[src/rtl/nct_pkg.sv]
// Shared types, widths and configuration helpers for the NAND cycle timer.
// Assumes 8-bit tick fields, four per 32-bit timing word.
package nct_pkg;

    localparam int CNT_W  = 8;
    localparam int WORD_W = 4 * CNT_W;

    typedef enum logic [1:0] {
        KIND_DATA = 2'b00,
        KIND_CMD  = 2'b01,
        KIND_ADDR = 2'b10,
        KIND_ALT  = 2'b11
    } bus_kind_e;

    typedef enum logic [2:0] {
        PH_IDLE, PH_SETUP, PH_WLOW, PH_WHIGH, PH_WEXT, PH_RLOW, PH_RHIGH, PH_RREL
    } phase_e;

    typedef struct packed {
        logic [CNT_W-1:0] setup;
        logic [CNT_W-1:0] wlow;
        logic [CNT_W-1:0] whigh;
        logic [CNT_W-1:0] wext;
        logic [CNT_W-1:0] samp;
        logic [CNT_W-1:0] rlow;
        logic [CNT_W-1:0] rhigh;
        logic [CNT_W-1:0] rrel;
    } phase_lens_t;

    // Ceiling conversion of picoseconds to clock ticks at a given kHz rate.
    function automatic longint unsigned ns_to_ticks(input longint unsigned khz,
                                                    input longint unsigned ps);
        return (khz * ps + 64'd999_999_999) / 64'd1_000_000_000;
    endfunction

    function automatic logic [CNT_W-1:0] sat_cnt(input longint unsigned v);
        return (v > ((1 << CNT_W) - 1)) ? CNT_W'((1 << CNT_W) - 1) : CNT_W'(v);
    endfunction

    function automatic longint unsigned ps_diff(input longint unsigned a,
                                                input longint unsigned b);
        return (a > b) ? a - b : 64'd0;
    endfunction

    // Pack the write timing word from datasheet picosecond values.
    function automatic logic [WORD_W-1:0] pack_wr_word(
        input longint unsigned khz, input longint unsigned t_cea,
        input longint unsigned t_rea, input longint unsigned t_wb,
        input longint unsigned t_wc, input longint unsigned t_wp);
        return {sat_cnt(ns_to_ticks(khz, ps_diff(t_cea, t_rea))),
                sat_cnt(ns_to_ticks(khz, t_wb)),
                sat_cnt(ns_to_ticks(khz, t_wc)),
                sat_cnt(ns_to_ticks(khz, ps_diff(t_wc, t_wp)))};
    endfunction

    // Pack the read timing word from datasheet picosecond values.
    function automatic logic [WORD_W-1:0] pack_rd_word(
        input longint unsigned khz, input longint unsigned t_rea,
        input longint unsigned t_reh, input longint unsigned t_rc,
        input longint unsigned t_rhz);
        return {sat_cnt(ns_to_ticks(khz, t_rea)),
                sat_cnt(ns_to_ticks(khz, t_reh)),
                sat_cnt(ns_to_ticks(khz, ps_diff(t_rc, t_reh))),
                sat_cnt(ns_to_ticks(khz, t_rhz))};
    endfunction

endpackage

[src/rtl/nct_cfg_decode.sv]
// Unpacks the two timing words into effective phase lengths.
// Assumes: every length is forced to at least one tick; write-low is the
// cycle length minus the write-high length, floored at one.
module nct_cfg_decode
    import nct_pkg::*;
(
    input  logic [WORD_W-1:0] tmg_wr,
    input  logic [WORD_W-1:0] tmg_rd,
    output phase_lens_t       lens
);
    localparam logic [CNT_W-1:0] ONE = CNT_W'(1);

    function automatic logic [CNT_W-1:0] at_least_one(input logic [CNT_W-1:0] v);
        return (v == '0) ? ONE : v;
    endfunction

    logic [CNT_W-1:0] f_setup, f_ext, f_cyc, f_high;
    logic [CNT_W-1:0] f_samp, f_hold, f_rlow, f_rel;
    logic [CNT_W-1:0] cyc_minus_high;

    // Field slicing and difference for the write-low phase.
    always_comb begin
        {f_setup, f_ext, f_cyc, f_high} = tmg_wr;
        {f_samp, f_hold, f_rlow, f_rel} = tmg_rd;
        cyc_minus_high = (f_cyc > f_high) ? (f_cyc - f_high) : '0;
        lens.setup = at_least_one(f_setup);
        lens.wlow  = at_least_one(cyc_minus_high);
        lens.whigh = at_least_one(f_high);
        lens.wext  = at_least_one(f_ext);
        lens.samp  = at_least_one(f_samp);
        lens.rlow  = at_least_one(f_rlow);
        lens.rhigh = at_least_one(f_hold);
        lens.rrel  = at_least_one(f_rel);
    end
endmodule

[src/rtl/nct_phase_cnt.sv]
// Elapsed-tick counter for the current phase; cleared on every phase change.
// Assumes len >= 1 while counting.
module nct_phase_cnt
    import nct_pkg::*;
(
    input  logic             clk,
    input  logic             rst_n,
    input  logic             clear,
    input  logic [CNT_W-1:0] len,
    output logic [CNT_W-1:0] elapsed,
    output logic             last
);
    // Count ticks spent in the phase, restart at zero when cleared.
    always_ff @(posedge clk) begin
        if (!rst_n || clear) elapsed <= '0;
        else                 elapsed <= elapsed + CNT_W'(1);
    end

    // Final tick of the phase.
    always_comb last = (elapsed == (len - CNT_W'(1)));
endmodule

[src/rtl/nct_strobe_gen.sv]
// Decodes the registered phase and latched request into bus pin levels.
// Assumes phase and kind come straight from flops, so pins change only at edges.
module nct_strobe_gen
    import nct_pkg::*;
(
    input  phase_e     phase,
    input  bus_kind_e  kind,
    input  logic [7:0] wbyte,
    output logic       ce_n,
    output logic       cle,
    output logic       ale,
    output logic       we_n,
    output logic       re_n,
    output logic       dq_oe,
    output logic [7:0] dq_out
);
    logic active;

    // Pin decode from the current phase.
    always_comb begin
        active = (phase != PH_IDLE);
        ce_n   = !active;
        cle    = active && (kind == KIND_CMD);
        ale    = active && (kind == KIND_ADDR);
        we_n   = (phase != PH_WLOW);
        re_n   = (phase != PH_RLOW);
        dq_oe  = (phase == PH_WLOW) || (phase == PH_WHIGH);
        dq_out = wbyte;
    end
endmodule

[src/rtl/nct_cycle_timer.sv]
// NAND asynchronous bus cycle timer: sequences one access per request through
// setup, strobe and recovery phases timed by two packed timing words.
// Assumes timing words are stable while busy; requests while busy are dropped.
module nct_cycle_timer
    import nct_pkg::*;
#(
    parameter int TW = WORD_W
) (
    input  logic          clk,
    input  logic          rst_n,
    input  logic [TW-1:0] tmg_wr,
    input  logic [TW-1:0] tmg_rd,
    input  logic          req_valid,
    input  logic          req_write,
    input  logic [1:0]    req_kind,
    input  logic [7:0]    req_wdata,
    input  logic [7:0]    dq_in,
    output logic          busy,
    output logic          done,
    output logic [7:0]    rdata,
    output logic          ce_n,
    output logic          cle,
    output logic          ale,
    output logic          we_n,
    output logic          re_n,
    output logic          dq_oe,
    output logic [7:0]    dq_out
);
    phase_lens_t      lens;
    phase_e           phase, phase_nx;
    bus_kind_e        kind_q;
    logic             write_q;
    logic [7:0]       wbyte_q;
    logic [CNT_W-1:0] cur_len, elapsed, samp_idx;
    logic             last, accept, finish;

    nct_cfg_decode u_dec (
        .tmg_wr (tmg_wr[WORD_W-1:0]),
        .tmg_rd (tmg_rd[WORD_W-1:0]),
        .lens   (lens)
    );

    // Length of the phase currently running.
    always_comb begin
        unique case (phase)
            PH_SETUP: cur_len = lens.setup;
            PH_WLOW:  cur_len = lens.wlow;
            PH_WHIGH: cur_len = lens.whigh;
            PH_WEXT:  cur_len = lens.wext;
            PH_RLOW:  cur_len = lens.rlow;
            PH_RHIGH: cur_len = lens.rhigh;
            PH_RREL:  cur_len = lens.rrel;
            default:  cur_len = CNT_W'(1);
        endcase
    end

    nct_phase_cnt u_cnt (
        .clk     (clk),
        .rst_n   (rst_n),
        .clear   ((phase == PH_IDLE) || last),
        .len     (cur_len),
        .elapsed (elapsed),
        .last    (last)
    );

    // Next-phase selection.
    always_comb begin
        accept   = (phase == PH_IDLE) && req_valid;
        phase_nx = phase;
        finish   = 1'b0;
        unique case (phase)
            PH_IDLE:  if (req_valid) phase_nx = PH_SETUP;
            PH_SETUP: if (last) phase_nx = write_q ? PH_WLOW : PH_RLOW;
            PH_WLOW:  if (last) phase_nx = PH_WHIGH;
            PH_WHIGH: if (last) begin
                if (kind_q == KIND_CMD) phase_nx = PH_WEXT;
                else begin phase_nx = PH_IDLE; finish = 1'b1; end
            end
            PH_WEXT:  if (last) begin phase_nx = PH_IDLE; finish = 1'b1; end
            PH_RLOW:  if (last) phase_nx = PH_RHIGH;
            PH_RHIGH: if (last) phase_nx = PH_RREL;
            PH_RREL:  if (last) begin phase_nx = PH_IDLE; finish = 1'b1; end
            default:  phase_nx = PH_IDLE;
        endcase
    end

    // Phase register and end-of-access pulse.
    always_ff @(posedge clk) begin
        if (!rst_n) begin
            phase <= PH_IDLE;
            done  <= 1'b0;
        end else begin
            phase <= phase_nx;
            done  <= finish;
        end
    end

    // Latch the request fields on acceptance only.
    always_ff @(posedge clk) begin
        if (!rst_n) begin
            write_q <= 1'b0;
            kind_q  <= KIND_DATA;
            wbyte_q <= '0;
        end else if (accept) begin
            write_q <= req_write;
            kind_q  <= bus_kind_e'(req_kind);
            wbyte_q <= req_wdata;
        end
    end

    // Zero-based sampling tick inside the read-low phase.
    always_comb samp_idx = ((lens.samp < lens.rlow) ? lens.samp : lens.rlow) - CNT_W'(1);

    // Capture the data bus at the sampling tick.
    always_ff @(posedge clk) begin
        if (!rst_n)                                     rdata <= '0;
        else if (phase == PH_RLOW && elapsed == samp_idx) rdata <= dq_in;
    end

    always_comb busy = (phase != PH_IDLE);

    nct_strobe_gen u_pins (
        .phase  (phase),
        .kind   (kind_q),
        .wbyte  (wbyte_q),
        .ce_n   (ce_n),
        .cle    (cle),
        .ale    (ale),
        .we_n   (we_n),
        .re_n   (re_n),
        .dq_oe  (dq_oe),
        .dq_out (dq_out)
    );
endmodule

[config.mk]
export PLATFORM = sky130hd
export DESIGN_NAME = nct_cycle_timer
export DESIGN_NICKNAME = d
export VERILOG_FILES = /design/src/rtl/nct_pkg.sv /design/src/rtl/nct_cfg_decode.sv /design/src/rtl/nct_phase_cnt.sv /design/src/rtl/nct_strobe_gen.sv /design/src/rtl/nct_cycle_timer.sv
export SDC_FILE = /design/constraint.sdc
export NUM_CORES = 1
export LEC_CHECK = 0
export BUFFER_PORTS_ARGS = -buffer_cell sky130_fd_sc_hd__buf_2
export CORE_ASPECT_RATIO = 1.25
export CORE_MARGIN = 2
export CORE_UTILIZATION = 55
export DETAILED_ROUTE_END_ITERATION = 8
export PLACE_DENSITY = 0.9
export SLEW_MARGIN = 20
export SYNTH_ARGS = -nofsm -noshare
export SYNTH_HDL_FRONTEND = slang
export SYNTH_HIERARCHICAL = 1
export SYNTH_SLANG_ARGS = --single-unit
[constraint.sdc]
create_clock -name clk -period 14.65 [get_ports clk]
set_input_delay 4.395 -clock clk [delete_from_list [all_inputs] [get_ports clk]]
set_output_delay 4.395 -clock clk [all_outputs]
set_load 0.01 [all_outputs]
==> metrics.yaml <==
ys_warn_count: 6
die_w_um: 74.7
worst_pin_slew_ns: 0.938
drv_cap: 0
yosysSeqAreaShare_pct: 18.1
ctsRootBufferMaster: "clkbuf_8"
die_area_um2: 6890
top_usage_layer: "met2"
hold_buffers: 0
insertion_delay_ns: 0.29
drc: 0
critPathKind: "input pin to register"
worstPathMaxFanout: 5
grt_usage_pct: 27.6
ctsResizeCount: 0
report.final.slew_viol_count: 0
yosys.area.top_type: "dfxtp_1"
grt.overflow.total: 0
drtIter0Drc: 236
ys_types: 65
synth_area_um2: 3430
cts_tree: "yes"
wl_mm: 9.36
num_rows: 32
cts.clk_slew.worst_paths_ns: 0.07
synth-edff-count: 0
slowest_stage: "o21ai_0"
min_to: "wbyte_q[0]$_SDFFE_PN0P_"
drive_gt1_share_pct: 28.5
detail_route.wl_per_cell_um: 15.5
firstDrtPassIters: 6
synth.top_cell.area_share_pct: 18.1
worstPathArrival_ns: 8.85
reg2reg_slack_ns: 9.86
drtAntennaViolNets: 0
syn_inst: 474
slew_headroom_pct: 37.3
vias: 3543
p_int_w: 0.000266
p_sw_w: 0.000206
setup_violations: 0
r2r_start: "phase[2]$_SDFFE_PN0P_"
htreeDepth: 2
rsz0062_at_grt: "no"
final_common_cell: "buf_2"
finalSetupTns_ns: 0
ioPinCount: 110
hold_viol_final: 0
async_reset_ff_share_pct: 0
max_stage_delay_ns: 0.65
period_share_pct: 58.9
cts_buffers: 5
hold_ws_ns: 0.456
crit_path_start_kind: "input pin"
grt_util_met3_pct: 3.92
seq_power_share_pct: 25.2
via_per_inst: 5.86
crit_chain: "buf_2, inv_1, ha_1, inv_1, fa_1, nand3_1, a21boi_1, mux2i_1, nand2_1, o41ai_2, a221oi_1, o21ai_0, inv_1, ha_1, xnor2_1, nor2_1, o31a_1, nor4_2, nand2_1, nor3_1, a21oi_1, nor2_1"
avgSynthCellArea_um2: 7.24
holdPathStages: 2
syn_to_final_growth_pct: 13.7
cts_sinks: 31
crit_top_cell: "inv_1"
finalPower_w: 0.000472
timing.rr.end: "phase[1]$_SDFFE_PN0P_"
hold_path_class: "register to register"
gr-usage-met2_pct: 49.0
switching_share_pct: 43.7
cts_setup_buffers: 0
numPortBuffers: 109
core-area_um2: 6090
final_cell_mix: "109 x buf_2, 53 x nand2_1, 46 x nor2_1"
reg2reg_depth: 14
antenna_cells: 0
path_delay_family: "compound AO/OA/AOI/OAI gates"
worst-path-buf-inv: 4
grt_pass1_wl_mm: 15.2
status: "finished, final reports clean"
cp-end-kind: "register"
combPwrFrac_pct: 56.4
use_met1_pct: 31.5
ir_drop_mv: 0.114
grt_max_degree: 28
crit_required_ns: 14.88
ys_seq_elements: 31
initial_utilization_pct: 56.4
cts_buffer_depth: 2
p_leak_nw: 1.75
antenna_found_initial: 0
synth_nets: 579
synth_flop_cell: "dfxtp_1"
min_from: "wbyte_q[0]$_SDFFE_PN0P_"
power.density_nw_per_um2: 121
p_clk_share_pct: 18.5
fin_crit_ns: 8.62
fmax_mhz: 116
gp_congestion: 1.02
finClkSkew_ns: 0.00352
fin_nets: 624
synthTopCellsByArea: "dfxtp_1 18%, clkbuf_1 6.8%, ha_1 6.6%, mux2i_1 5.8%, nand2_1 5.8%"
first_global_vias: 3452
dp_hpwl_mm: 7.42
die_h_um: 92.3
## worst reg2reg max path, cell delays in order (launching register included)
cell and delay [ns]:
dfxtp_1 0.92, clkinv_1 0.52, nor2_1 0.46, a221oi_1 0.17, o21ai_0 0.65, inv_1 0.12, ha_1 0.28, xnor2_1 0.17
nor2_1 0.06, o31a_1 0.30, nor4_2 0.47, nand2_1 0.19, nor3_1 0.24, a21oi_1 0.06, nor2_1 0.11
## worst max-delay path by stage
stage | start | endpoint | depth (start not counted)
floorplan | tmg_wr[8] | u_cnt/elapsed[2]$_SDFF_PP0_ | 21
CTS | tmg_wr[8] | u_cnt/elapsed[7]$_SDFF_PP0_ | 21
global route | tmg_wr[8] | phase[1]$_SDFFE_PN0P_ | 22
detailed placement | tmg_wr[8] | u_cnt/elapsed[7]$_SDFF_PP0_ | 21
finish | tmg_wr[8] | phase[1]$_SDFFE_PN0P_ | 22
global placement | tmg_wr[8] | u_cnt/elapsed[7]$_SDFF_PP0_ | 21
## cells in the mapped netlist (all sizes together), types with 2 or more instances
cell / n
mux4: 4
nor2b: 4
buf: 9
a31oi: 2
a221oi: 11
clkbuf: 62
dfxtp: 31
xnor2: 20
nand4: 4
clkinv: 2
nor3: 18
o211ai: 2
and3b: 2
nand3b: 2
a21oi: 24
a21o: 7
mux2i: 20
a211oi: 4
nor2: 46
mux2: 6
inv: 32
or2: 3
a21boi: 2
a22oi: 5
and2b: 2
o22ai: 4
nor3b: 2
xor2: 16
and3: 2
o221ai: 2
nand2b: 3
or4: 3
nand3: 10
nand2: 53
ha: 18
nor4: 11
o21ai: 11
## registers in the layout, indices dropped and copies added, names as in the netlist
name / cells
rdata: 8
u_cnt/elapsed: 8
wbyte_q: 8
phase: 3
kind_q: 2
done: 1
write_q: 1
## metrics by stage
| step | util (%) | std cells | instance area, um2 | setup slack, ns |
|---|---|---|---|---|
| after floorplan | - | 474 | 3430 | 6.36 |
| after global placement | 62.2 | 597 | 3790 | 6.09 |
| after detailed placement | 62.2 | 597 | 3790 | 5.77 |
| after CTS | 64.1 | 605 | 3900 | 6.07 |
| after global routing | 64.1 | 605 | 3900 | 5.70 |
| final | 64.1 | 605 | 3900 | 6.03 |
## layer usage
layer / vias to the layer above / share of wire (%)
li1: 1698 / -
met1: 1605 / 38
met2: 202 / 50
met3: 38 / 7.6
met4: 0 / 4.3
met5: - / 0
## cell families after synthesis
logic type               after synthesis  synth area share (%)
flip-flops                            31                  18.1
buffers and inverters                105                  12.4
multiplexers                          30                  10.4
adder cells (fa/ha/maj)               19                  7.15
AO/OA/AOI/OAI                         86                  18.8
XOR/XNOR                              36                  9.19
AND/OR/NAND/NOR                      167                  24.0
## area by class of cell
type / count / area, um2
Multi-Input combinational cell: 338 / 2390
Fill cell: 564 / 2180
Clock buffer: 6 / 82.6
Clock inverter: 2 / 35.0
Tap cell: 85 / 106
Sequential cell: 31 / 621
Inverter: 34 / 128
Timing Repair Buffer: 109 / 546
## power by group through the flow
stage | Combinational (W) | Clock (W) | Sequential, W
finish | 0.000266 | 0.0000872 | 0.000119
global route | 0.000289 | 0.0000922 | 0.000121
CTS | 0.000262 | 0.0000883 | 0.000118
detailed placement | 0.000260 | 0 | 0.000120
global placement | 0.000249 | 0 | 0.000120
floorplan | 0.000224 | 0 | 0.000103
No activity file was read; power rests on OpenSTA's default activity.
